`src/rtl/irq_arb_pkg.sv`:
```
package irq_arb_pkg;

    localparam int NUM_SRC       = 54;
    localparam int LVL_W         = 3;
    localparam int NIB_W         = 4;
    localparam int REG_W         = 16;
    localparam int SRC_PER_REG   = REG_W / NIB_W;
    localparam int NUM_PRIO_REGS = (NUM_SRC + SRC_PER_REG - 1) / SRC_PER_REG;
    localparam int NUM_EN_REGS   = (NUM_SRC + REG_W - 1) / REG_W;
    localparam int EN_BASE       = 16;
    localparam int ADDR_W        = $clog2(EN_BASE + NUM_EN_REGS);
    localparam int SRC_W         = $clog2(NUM_SRC);
    localparam int LEAVES        = 1 << SRC_W;
    localparam int VEC_BASE      = 8;
    localparam int VEC_W         = $clog2(NUM_SRC + VEC_BASE);

    // Positions that can never win.
    localparam logic [NUM_SRC-1:0] DEF_RSVD_MASK = 54'h3F_E200_0000_0000;

    typedef struct packed {
        logic             vld;
        logic [LVL_W-1:0] lvl;
        logic [SRC_W-1:0] idx;
    } cand_t;

    // lo holds the lower source indices, so it keeps the tie.
    function automatic cand_t pick(input cand_t lo, input cand_t hi);
        cand_t r;
        if (lo.vld && (!hi.vld || lo.lvl >= hi.lvl))
            r = lo;
        else if (hi.vld)
            r = hi;
        else
            r = '0;
        return r;
    endfunction

endpackage

```
`src/rtl/irq_cfg_regs.sv`:
```
module irq_cfg_regs
    import irq_arb_pkg::*;
#(
    parameter logic [LVL_W-1:0]   RESET_LVL = 3'd4,
    parameter logic [NUM_SRC-1:0] RSVD_MASK = DEF_RSVD_MASK
) (
    input  logic                            clk,
    input  logic                            rst,
    input  logic                            wr_en,
    input  logic [ADDR_W-1:0]               addr,
    input  logic [REG_W-1:0]                wdata,
    output logic [REG_W-1:0]                rdata,
    output logic [NUM_SRC-1:0][LVL_W-1:0]   lvl_o,
    output logic [NUM_SRC-1:0]              en_o
);

    localparam int PAD_PRIO = NUM_PRIO_REGS * SRC_PER_REG;
    localparam int PAD_EN   = NUM_EN_REGS * REG_W;

    logic [PAD_PRIO-1:0][LVL_W-1:0] lvl_pad;
    logic [PAD_EN-1:0]              en_pad;
    logic [REG_W-1:0]               rd_next;

    for (genvar s = 0; s < PAD_PRIO; s++) begin : g_lvl
        if (s < NUM_SRC) begin : g_live
            logic [LVL_W-1:0] q;
            always_ff @(posedge clk) begin
                if (rst)
                    q <= RESET_LVL;
                else if (wr_en && addr == ADDR_W'(s / SRC_PER_REG))
                    q <= wdata[(s % SRC_PER_REG) * NIB_W +: LVL_W];
            end
            assign lvl_pad[s] = q;
            assign lvl_o[s]   = q;
        end else begin : g_pad
            assign lvl_pad[s] = '0;
        end
    end

    for (genvar s = 0; s < PAD_EN; s++) begin : g_en
        if (s < NUM_SRC && !RSVD_MASK[s]) begin : g_live
            logic q;
            always_ff @(posedge clk) begin
                if (rst)
                    q <= 1'b0;
                else if (wr_en && addr == ADDR_W'(EN_BASE + s / REG_W))
                    q <= wdata[s % REG_W];
            end
            assign en_pad[s] = q;
        end else begin : g_pad
            assign en_pad[s] = 1'b0;
        end
    end

    assign en_o = en_pad[NUM_SRC-1:0];

    always_comb begin
        rd_next = '0;
        for (int w = 0; w < NUM_PRIO_REGS; w++) begin
            if (addr == ADDR_W'(w)) begin
                for (int n = 0; n < SRC_PER_REG; n++)
                    rd_next[n*NIB_W +: LVL_W] = lvl_pad[w*SRC_PER_REG + n];
            end
        end
        for (int k = 0; k < NUM_EN_REGS; k++) begin
            if (addr == ADDR_W'(EN_BASE + k))
                rd_next = en_pad[k*REG_W +: REG_W];
        end
    end

    always_ff @(posedge clk) begin
        if (rst)
            rdata <= '0;
        else
            rdata <= rd_next;
    end

endmodule

```
`src/rtl/irq_elig.sv`:
```
module irq_elig
    import irq_arb_pkg::*;
#(
    parameter logic [NUM_SRC-1:0] RSVD_MASK = DEF_RSVD_MASK
) (
    input  logic [NUM_SRC-1:0]            req,
    input  logic [NUM_SRC-1:0]            en,
    input  logic [NUM_SRC-1:0][LVL_W-1:0] lvl,
    input  logic [LVL_W-1:0]              cur_lvl,
    output logic [NUM_SRC-1:0]            elig
);

    logic [NUM_SRC-1:0] above;

    for (genvar s = 0; s < NUM_SRC; s++) begin : g_cmp
        assign above[s] = (lvl[s] != '0) && (lvl[s] > cur_lvl);
    end

    assign elig = req & en & above & ~RSVD_MASK;

endmodule

```
`src/rtl/irq_arb_tree.sv`:
```
module irq_arb_tree
    import irq_arb_pkg::*;
(
    input  logic [NUM_SRC-1:0]            elig,
    input  logic [NUM_SRC-1:0][LVL_W-1:0] lvl,
    output cand_t                         win
);

    for (genvar st = 0; st <= SRC_W; st++) begin : g_st
        localparam int N = LEAVES >> st;
        cand_t nd [N];
        if (st == 0) begin : g_leaf
            for (genvar i = 0; i < N; i++) begin : g_i
                if (i < NUM_SRC) begin : g_live
                    assign nd[i] = elig[i] ? cand_t'{vld: 1'b1, lvl: lvl[i], idx: SRC_W'(i)}
                                           : cand_t'('0);
                end else begin : g_pad
                    assign nd[i] = '0;
                end
            end
        end else begin : g_node
            for (genvar i = 0; i < N; i++) begin : g_i
                assign nd[i] = pick(g_st[st-1].nd[2*i], g_st[st-1].nd[2*i+1]);
            end
        end
    end

    assign win = g_st[SRC_W].nd[0];

endmodule

```
`src/rtl/irq_prio_arbiter.sv`:
```
module irq_prio_arbiter
    import irq_arb_pkg::*;
#(
    parameter logic [LVL_W-1:0]   RESET_LVL = 3'd4,
    parameter logic [NUM_SRC-1:0] RSVD_MASK = DEF_RSVD_MASK
) (
    input  logic                 clk,
    input  logic                 rst,
    input  logic [NUM_SRC-1:0]   irq_req,
    input  logic [LVL_W-1:0]     cur_lvl,
    input  logic                 cfg_wr_en,
    input  logic [ADDR_W-1:0]    cfg_addr,
    input  logic [REG_W-1:0]     cfg_wdata,
    output logic [REG_W-1:0]     cfg_rdata,
    output logic                 win_valid,
    output logic [SRC_W-1:0]     win_src,
    output logic [VEC_W-1:0]     win_vec,
    output logic [LVL_W-1:0]     win_lvl
);

    logic [NUM_SRC-1:0][LVL_W-1:0] lvl;
    logic [NUM_SRC-1:0]            en;
    logic [NUM_SRC-1:0]            elig;
    cand_t                         best;

    irq_cfg_regs #(
        .RESET_LVL (RESET_LVL),
        .RSVD_MASK (RSVD_MASK)
    ) u_regs (
        .clk   (clk),
        .rst   (rst),
        .wr_en (cfg_wr_en),
        .addr  (cfg_addr),
        .wdata (cfg_wdata),
        .rdata (cfg_rdata),
        .lvl_o (lvl),
        .en_o  (en)
    );

    irq_elig #(
        .RSVD_MASK (RSVD_MASK)
    ) u_elig (
        .req     (irq_req),
        .en      (en),
        .lvl     (lvl),
        .cur_lvl (cur_lvl),
        .elig    (elig)
    );

    irq_arb_tree u_tree (
        .elig (elig),
        .lvl  (lvl),
        .win  (best)
    );

    always_ff @(posedge clk) begin
        if (rst) begin
            win_valid <= 1'b0;
            win_src   <= '0;
            win_vec   <= '0;
            win_lvl   <= '0;
        end else begin
            win_valid <= best.vld;
            win_src   <= best.idx;
            win_lvl   <= best.lvl;
            win_vec   <= best.vld ? VEC_W'(best.idx) + VEC_W'(VEC_BASE) : '0;
        end
    end

endmodule

```
`config.mk`:
```
export PLATFORM = sky130hd
export DESIGN_NAME = irq_prio_arbiter
export DESIGN_NICKNAME = d
export VERILOG_FILES = /design/src/rtl/irq_arb_pkg.sv /design/src/rtl/irq_cfg_regs.sv /design/src/rtl/irq_elig.sv /design/src/rtl/irq_arb_tree.sv /design/src/rtl/irq_prio_arbiter.sv
export SDC_FILE = /design/constraint.sdc
export NUM_CORES = 1
export LEC_CHECK = 0
export ABC_AREA = 0
export BUFFER_PORTS_ARGS = -buffer_cell sky130_fd_sc_hd__buf_2
export CAP_MARGIN = 15
export CORE_MARGIN = 3
export CORE_UTILIZATION = 47
export DETAILED_ROUTE_END_ITERATION = 10
export GPL_ROUTABILITY_DRIVEN = 0
export HOLD_SLACK_MARGIN = 0.02
export PLACE_DENSITY = 0.7
export SLEW_MARGIN = 5
export SYNTH_ARGS = -nofsm -noshare
export SYNTH_HDL_FRONTEND = slang
export SYNTH_SLANG_ARGS = --single-unit
```
`constraint.sdc`:
```
create_clock -name clk -period 11.64 [get_ports clk]
set_input_delay 0.582 -clock clk [delete_from_list [all_inputs] [get_ports clk]]
set_output_delay 0.582 -clock clk [all_outputs]
set_load 0.05 [all_outputs]
```
Yosys cells after proc, flatten, opt, wreduce, memory -nomap -nowiden
Cells that the tools add are included.
{"block": "classes", "reduce_logical": 240, "n_addsub": 1, "mux": 193, "n_lt_le_gt_ge": 88, "n_bitwise": 3, "eq_ne": 17}
{"op": "2-to-1 mux 10 bit", "count": 134}
{"op": "2-to-1 mux 3 bit", "count": 56}
{"op": "> comparator 3 bit", "count": 45}
{"op": "nonzero test 3 bit", "count": 45}
{"op": ">= comparator 3 bit", "count": 43}
{"op": "logical AND 1 bit", "count": 105}
{"op": "AND 45 bit", "count": 2}
{"op": "logical NOT 1 bit", "count": 43}
{"op": "logical OR 1 bit", "count": 43}
{"op": "2-to-1 mux 16 bit", "count": 2}
{"op": "== test 5 x 4 -> 1 bit, second input constant", "count": 6}
{"op": "== test 5 x 3 -> 1 bit, second input constant", "count": 4}
{"op": "== test 5 bit, second input constant", "count": 4}
{"op": "2-to-1 mux 13 bit", "count": 1}
{"op": "== test 5 x 2 -> 1 bit, second input constant", "count": 2}
{"op": "adder 6 x 4 -> 6 bit, second input constant", "count": 1}
{"op": "== test 5 x 1 -> 1 bit, second input constant", "count": 1}
{"op": "logical NOT 5 bit", "count": 1}
{"op": "OR reduction 2 bit", "count": 2}
{"op": "OR reduction 3 bit", "count": 1}
{"op": "inverter 1 bit", "count": 1}
{"block": "word_totals", "output_inout_bits": 32, "register_bits": 238}

Longest topological paths before layout
Gate-level depths: netlist of run 1.
{"block": "depth", "ltp_word": 30, "depth_mapped": 54}

By module
A second synthesis of run 1 with hierarchy kept.
{"block": "unflattened", "cells_unflattened": 3047, "hier_area_um2": 23087.1}
{"mod": "irq_cfg_regs", "area_each_um2": 10712.8, "seq_area_each_um2": 4444.3, "n_inst": 1, "cells_each": 1400}
{"mod": "irq_arb_tree", "area_each_um2": 8006.4, "seq_area_each_um2": 0.0, "n_inst": 1, "cells_each": 1115}
{"mod": "irq_elig", "area_each_um2": 3885.0, "seq_area_each_um2": 0.0, "n_inst": 1, "cells_each": 497}
{"mod": "irq_prio_arbiter", "area_each_um2": 483.0, "seq_area_each_um2": 320.3, "n_inst": 1, "cells_each": 35}

Worst setup path after synthesis of run 1
OpenSTA, ideal clock, no wires.
{"block": "synth_timing", "path_kind": "in2reg", "startpoint": "in cur_lvl[2]", "endpoint": "reg win_vec[5]", "required_ns": 11.570, "n_path_buf": 0, "t_arrival_ns": 10.253, "slack_ns": 1.317, "cell_stages": 48, "path_cell_list": "inv_1 -> ha_1 -> nor2b_1 -> a221oi_1 -> nor2_1 -> nand2_1 -> ha_1 -> a21oi_1 -> o21ai_0 -> o311a_1 -> a22oi_1 -> inv_1 -> ha_1 -> nand2b_1 -> a21o_1 -> a21oi_1 -> o21ai_0 -> o22ai_1 -> (+12 left out) -> ha_1 -> nand2b_1 -> a21oi_1 -> nor2b_1 -> nor2_1 -> o21ai_1 -> o211ai_1 -> o22ai_1 -> a21oi_1 -> ha_1 -> nand2b_1 -> a21o_1 -> a21o_1 -> a2bb2oi_2 -> a21o_1 -> ha_1 -> or3_1 -> a21oi_1"}
{"element": "start: declaration", "line": "irq_prio_arbiter.sv:10", "source": "input logic [LVL_W-1:0] cur_lvl,"}
{"element": "end signal: assignment", "line": "irq_prio_arbiter.sv:66", "source": "win_vec <= best.vld ? VEC_W'(best.idx) + VEC_W'(VEC_BASE) : '0;"}
{"element": "end: declaration", "line": "irq_prio_arbiter.sv:17", "source": "output logic [VEC_W-1:0] win_vec,"}

==> results of run 1 <==
-- timing repair --
item                                    4_1_cts  5_1_grt
setup buffers                                 0        0
hold buffers                                  0        0
endpoints found under the setup margin        0        8
gates resized for setup                       0        9
-- worst paths after layout --
check             cells past startpoint                          from                           end  slack, ns
hold / removal                        3                 cfg_wdata[11]      u_regs.g_en[27].g_live.q       0.30
setup reg to reg                     48  u_regs.g_lvl[11].g_live.q[1]                    win_vec[5]       0.57
setup / recovery                     51                    cur_lvl[2]                    win_vec[5]       0.47
hold reg to reg                       2  u_regs.g_lvl[50].g_live.q[0]  u_regs.g_lvl[50].g_live.q[0]       0.46
-- sequential cells by signal (all words and copies together) (netlist names) --
| register | cells |
|---|---|
| u_regs.g_lvl.g_live.q | 162 |
| u_regs.g_en.g_live.q | 44 |
| u_regs.rdata | 16 |
| win_src | 6 |
| win_vec | 6 |
| win_lvl | 3 |
| win_valid | 1 |
-- stage by stage --
step / std cells / setup slack, ns
4_1_cts: 3107 / 0.628
3_3_place_gp: 3059 / 0.491
3_5_place_dp: 3059 / 0.124
5_1_grt: 3107 / -0.0299
6_report: 3108 / 0.469
2_1_floorplan: 2514 / 1.32
-- logic make-up after synthesis --
kind of cell | share of synthesized area [%]
mux | 2.84
simple gates | 24.1
compound gates | 27.2
fa+ha+maj | 17.0
flops | 24.6
buf+inv | 4.20
-- routing by layer --
layer	GRT usage, %	vias up	share of wire (%)
met5	0	-	0.092
met4	12.1	10	4.9
met3	7.81	255	13
met2	48.6	1297	43
met1	42.7	9792	39
li1	-	9516	-
-- layout make-up --
class                           count  area (µm²)  share of cell area [%]
Sequential cell                   238        4760                    22.4
Antenna cell                        1        2.50                  0.0118
Multi-Input combinational cell   2062       13800                    65.1
Tap cell                          525         657                    3.09
Timing Repair Buffer              133         774                    3.65
Clock inverter                     12         101                   0.477
Clock buffer                       36         719                    3.39
Inverter                          101         379                    1.79
-- placed cells by master, fill, tap and decap left out, types with 30 or more instances in the layout --
master,count
nand2_1,429
ha_1,262
a21oi_1,251
dfxtp_1,238
nor2_1,109
buf_2,101
inv_1,97
and3_1,90
nand3_1,85
o21ai_0,79
a22oi_1,75
mux2i_1,47
o22ai_1,43
a211o_1,40
nand2b_1,39
or3_1,38
nor3_1,37
and2_1,36
a32oi_1,32
nor2b_1,31
a31oi_1,30
-- worst register-to-register path: cells and delay by family, from the launching register on --
| kind | cells | cell delay (ns) |
|---|---|---|
| AOI/OAI and AO/OA | 26 | 6.43 |
| adders and majority gates | 8 | 2.07 |
| buffers and inverters | 3 | 0.27 |
| DFF | 1 | 0.48 |
| and+or+nand+nor | 11 | 1.71 |
-- where the power goes --
part / internal [mW] / switching (mW) / leakage [nW]
combinational: 0.0682 / 0.158 / 6.29
clock: 0.457 / 0.354 / 0.400
sequential: 0.824 / 0.0127 / 1.92
total: 1.35 / 0.525 / 8.61
==> results.yml, run 1 <==
global_routing:
  grt_pass1_vias: 19100
  grt_max_degree: 92
  grt_overflow: 0
  grt_pass1_wl_mm: 110
  grt_usage_pct: 31.6
  antenna_found_initial: 5
synthesis:
  yosys.area.top_type: "dfxtp_1"
  synth_most_common_cell: "nand2_1"
  synth_seq_cells: 238
  yosys-top-cells-count: "429 x nand2_1, 262 x ha_1, 251 x a21oi_1, 238 x dfxtp_1"
  syn_area_um2: 19300
  synth.distinct_cells: 80
  yosys_warnings: 0
  synth_nets: 2857
  ys.flop_type: "dfxtp_1"
  yosys-top-cells-area: "dfxtp_1 25%, ha_1 17%, nand2_1 8.3%"
  synth_top_area_share_pct: 24.6
  syn_area_per_cell_um2: 7.69
  synthArstFlopShare_pct: 0
  synth_edf_count: 0
  yosysSeqAreaShare_pct: 24.6
  synth_cells: 2514
clock_tree:
  cts.sinks: 238
  root_buffer: "clkbuf_16"
  cts_buffers: 26
  tritoncts: "built"
  htreeDepth: 1
  clk_path_buf_depth: 3
  clk_latency_ns: 0.55
  cts.clk_slew.worst_paths_ns: 0.06
job:
  maxCapViolCount: 0
routing:
  drt_iter0_drc: 2700
  route.detailed.drc: 0
  antenna_left: 0
  drt-wirelength-per-cell_um: 23.5
  routed_wl_mm: 73.1
  via_per_inst: 6.71
  dr.pass1.iters: 7
  routed-via-count: 20900
outcome:
  run_status: "finished clean"
sta:
  drv_slew: 0
  finalClockSkew_ns: 0.0121
  timing.slew.headroom_pct: 23.3
  fin_crit_sh_pct: 96.0
  fmax_mhz: 89.5
  worstMarginPinSlew_ns: 1.14
  setup_viol: 0
  hold_viol: 0
  holdWs_ns: 0.304
  tns_ns: 0
  fin_crit_ns: 11.17
floorplan:
  io_pins: 113
  start_util_pct: 48.1
  fp.coreArea_um2: 40200
  die-area_um2: 43600
  die-width_um: 209
  die_h_um: 209
  rows: 73
critical_path:
  cp_data_required_time_ns: 12.10
  endpoint_kind: "flop"
  arrival_ns: 11.63
  crit_family: "compound AO/OA/AOI/OAI gates"
  critPathKind: "primary input to flop"
  critical-path-slowest-cell: "o22ai_1"
  cp_slowest_stage_delay_ns: 0.48
  cp_max_fo: 14
  cp_common_cell: "ha_1"
  crit_buf_inv: 6
  cp-start-kind: "primary input"
place:
  io_buffers: 102
  dpl_cell_area_um2: 20300
  dpl.hpwl_mm: 54.7
layout:
  nets: 2905
  drive_gt1_share_pct: 8.52
  n_fill_cell: 3841
  post-route-util_pct: 52.8
  syn_to_final_growth_pct: 9.77
  fin_area_um2: 21200
power_and_ir_drop:
  fin_total_pwr_mw: 1.87
  vdd_drop_max_mv: 0.113
  power.leakage_nw: 8.61
  power_density_nw_per_um2: 88.3
hold_path:
  hold_path_class: "primary input to flop"
(Power assumes the default switching activity.)
==> inputs of run 2 (changes only) <==
--- a/config.mk
+++ b/config.mk
@@ -6,7 +6,7 @@
 export NUM_CORES = 1
 export LEC_CHECK = 0
 export ABC_AREA = 0
-export BUFFER_PORTS_ARGS = -buffer_cell sky130_fd_sc_hd__buf_2
+export BUFFER_PORTS_ARGS = -buffer_cell sky130_fd_sc_hd__clkbuf_2
 export CAP_MARGIN = 15
 export CORE_MARGIN = 3
 export CORE_UTILIZATION = 47
==> run 2 against run 1 <==
Effect of this change:
- wire length decreased by 0.49%
- global-route usage about the same
- worst setup slack improved by 0.014 ns
- critical endpoint unchanged
- count of clock-buffer cells in the layout increased by 1
- largest power group unchanged
- critical path type unchanged
- largest cell class unchanged
- highest routed layer unchanged
- die area unchanged
==> results.yml, run 2 (synthesized netlist as in run 1, its figures left out) <==
outcome:
  run_status: "finished clean"
power_and_ir_drop:
  vdd_drop_max_mv: 0.130
  power.leakage_nw: 8.60
  power_density_nw_per_um2: 89.5
job:
  maxCapViolCount: 0
layout:
  n_antenna_cell: 0
  layout_common_cells: "429 x nand2_1, 262 x ha_1, 250 x a21oi_1"
  largest_register: "u_regs.g_lvl.g_live.q"
  n_fill_cell: 3854
  final_common_cell: "nand2_1"
  largestRegisters: "u_regs.g_lvl.g_live.q: 162 flops, u_regs.g_en.g_live.q: 44 flops, u_regs.rdata: 16 flops"
  syn_to_final_growth_pct: 9.64
  instances_no_fill: 3100
  drive_gt1_share_pct: 8.23
  largest_reg_flops: 162
  nets: 2904
sta:
  setup_viol: 0
  timing.slew.headroom_pct: 25.2
  fmax_mhz: 89.6
  tns_ns: 0
  fin_crit_sh_pct: 95.8
  holdWs_ns: 0.284
  finalClockSkew_ns: 0.0263
  fin_crit_ns: 11.16
  worstMarginPinSlew_ns: 1.12
  hold_viol: 0
  drv_slew: 0
routing:
  route.detailed.drc: 0
  dr.pass1.iters: 6
  antenna_left: 0
  via_per_inst: 6.74
  routed_wl_mm: 72.7
  routed-via-count: 20900
  drt-wirelength-per-cell_um: 23.5
  drt_iter0_drc: 2683
critical_path:
  reg2regPathDepth: 49
  cp_max_fo: 14
  regToRegSetupSlack_ns: 0.52
  crit_family: "compound AO/OA/AOI/OAI gates"
  cp_common_cell: "ha_1"
  critPathCapture: "win_vec[5]"
  cp-start-kind: "primary input"
  crit_buf_inv: 5
  endpoint_kind: "flop"
  crit_cells: 50
  r2r-end: "win_vec[5]"
  critical-path-slowest-cell: "a22oi_1"
  critPathKind: "primary input to flop"
  crit_path_start: "cur_lvl[2]"
  r2r-start: "u_regs.g_lvl[24].g_live.q[0]"
  cp_slowest_stage_delay_ns: 0.63
  arrival_ns: 11.62
  cp_data_required_time_ns: 12.11
place:
  dp_cells: 3058
  io_buffers: 102
  dpl.hpwl_mm: 55.0
clock_tree:
  root_buffer: "clkbuf_16"
  htreeDepth: 1
  clk_latency_ns: 0.56
  cts_buffers: 26
  cts.sinks: 238
  clk_path_buf_depth: 3
  tritoncts: "built"
  cts.clk_slew.worst_paths_ns: 0.06
floorplan:
  io_pins: 113
  fp.coreArea_um2: 40200
  die_h_um: 209
  die-area_um2: 43600
  rows: 73
  die-width_um: 209
  start_util_pct: 48.1
global_routing:
  grt_overflow: 0
  antenna_found_initial: 4
  grt_pass1_wl_mm: 110
  grt_max_degree: 130
  grt_pass1_vias: 19400
  grt_usage_pct: 31.6
hold_path:
  hold_path.startpoint: "cfg_wdata[15]"
  hold_path_class: "primary input to flop"
==> run 2: cell count changes in the layout (fill, tap and decap cells not counted), sizes merged <==
cell / before / now
inv: 103 / 101
buf: 133 / 31
clkbuf: 36 / 138
clkinvlp: 2 / 0
bufinv: 1 / 2
diode: 1 / 0
clkinv: 7 / 3
==> run 2: layer usage <==
metal  GRT usage, %  share of wire (%)  vias to the layer above
met1           42.6                 40                     9913
met3           7.33                 12                      250
met4           15.4                5.8                        8
met5              0              0.084                        -
li1               -                  -                     9502
met2           47.5                 42                     1207
==> run 2: how the worst min path moves through the flow <==
| stage | end | slack [ns] | cells after the start |
|---|---|---|---|
| detailed placement | u_regs.g_lvl[50].g_live.q[0] | 0.45 | 2 |
| global placement | u_regs.g_lvl[53].g_live.q[2] | 0.44 | 1 |
| finish | u_regs.g_en[15].g_live.q | 0.28 | 3 |
| CTS | u_regs.g_en[15].g_live.q | 0.27 | 3 |
| floorplan | u_regs.g_lvl[53].g_live.q[2] | 0.43 | 1 |
| global route | u_regs.g_en[15].g_live.q | 0.29 | 3 |
==> run 2: area by class of cell <==
type / count / area [µm²] / area share [%]
clock inverter: 5 / 82.6 / 0.390
sequential: 238 / 4760 / 22.5
clock buffer: 37 / 753 / 3.55
timing repair buffer: 132 / 754 / 3.56
inverter: 101 / 380 / 1.79
tap: 525 / 657 / 3.10
multi-input combinational: 2062 / 13800 / 65.1
==> run 2: report_power, final <==
group | internal (mW) | total [mW] | switching (mW)
sequential | 0.824 | 0.837 | 0.0128
combinational | 0.0676 | 0.224 | 0.156
clock | 0.490 | 0.837 | 0.347
total | 1.38 | 1.90 | 0.516
==> run 2: through the flow <==
stage	setup WS [ns]	area [µm²]	power, mW	utilization (%)
final	0.483	21200	1.90	52.7
after global routing	-0.0432	21200	1.95	52.7
after CTS	0.522	21200	1.89	52.7
after detailed placement	-0.0188	20300	1.07	50.6
after global placement	0.402	20300	1.06	50.6
after floorplan	1.32	19300	0.986	-
==> run 2: worst register-to-register path: cells and delay by family (launching register included) <==
kind	cells	cell delay (ns)
buffers and inverters	4	0.49
adder cells (fa/ha/maj)	8	2.35
AO/OA/AOI/OAI	24	5.41
flip-flops	1	0.53
AND/OR/NAND/NOR	13	2.29
==> run 2: what timing repair did <==
action | CTS | global route
hold endpoints to repair | 0 | 0
setup buffers | 0 | 0
hold buffers | 0 | 0
endpoints found under the setup margin | 0 | 11
gates resized for setup | 0 | 10
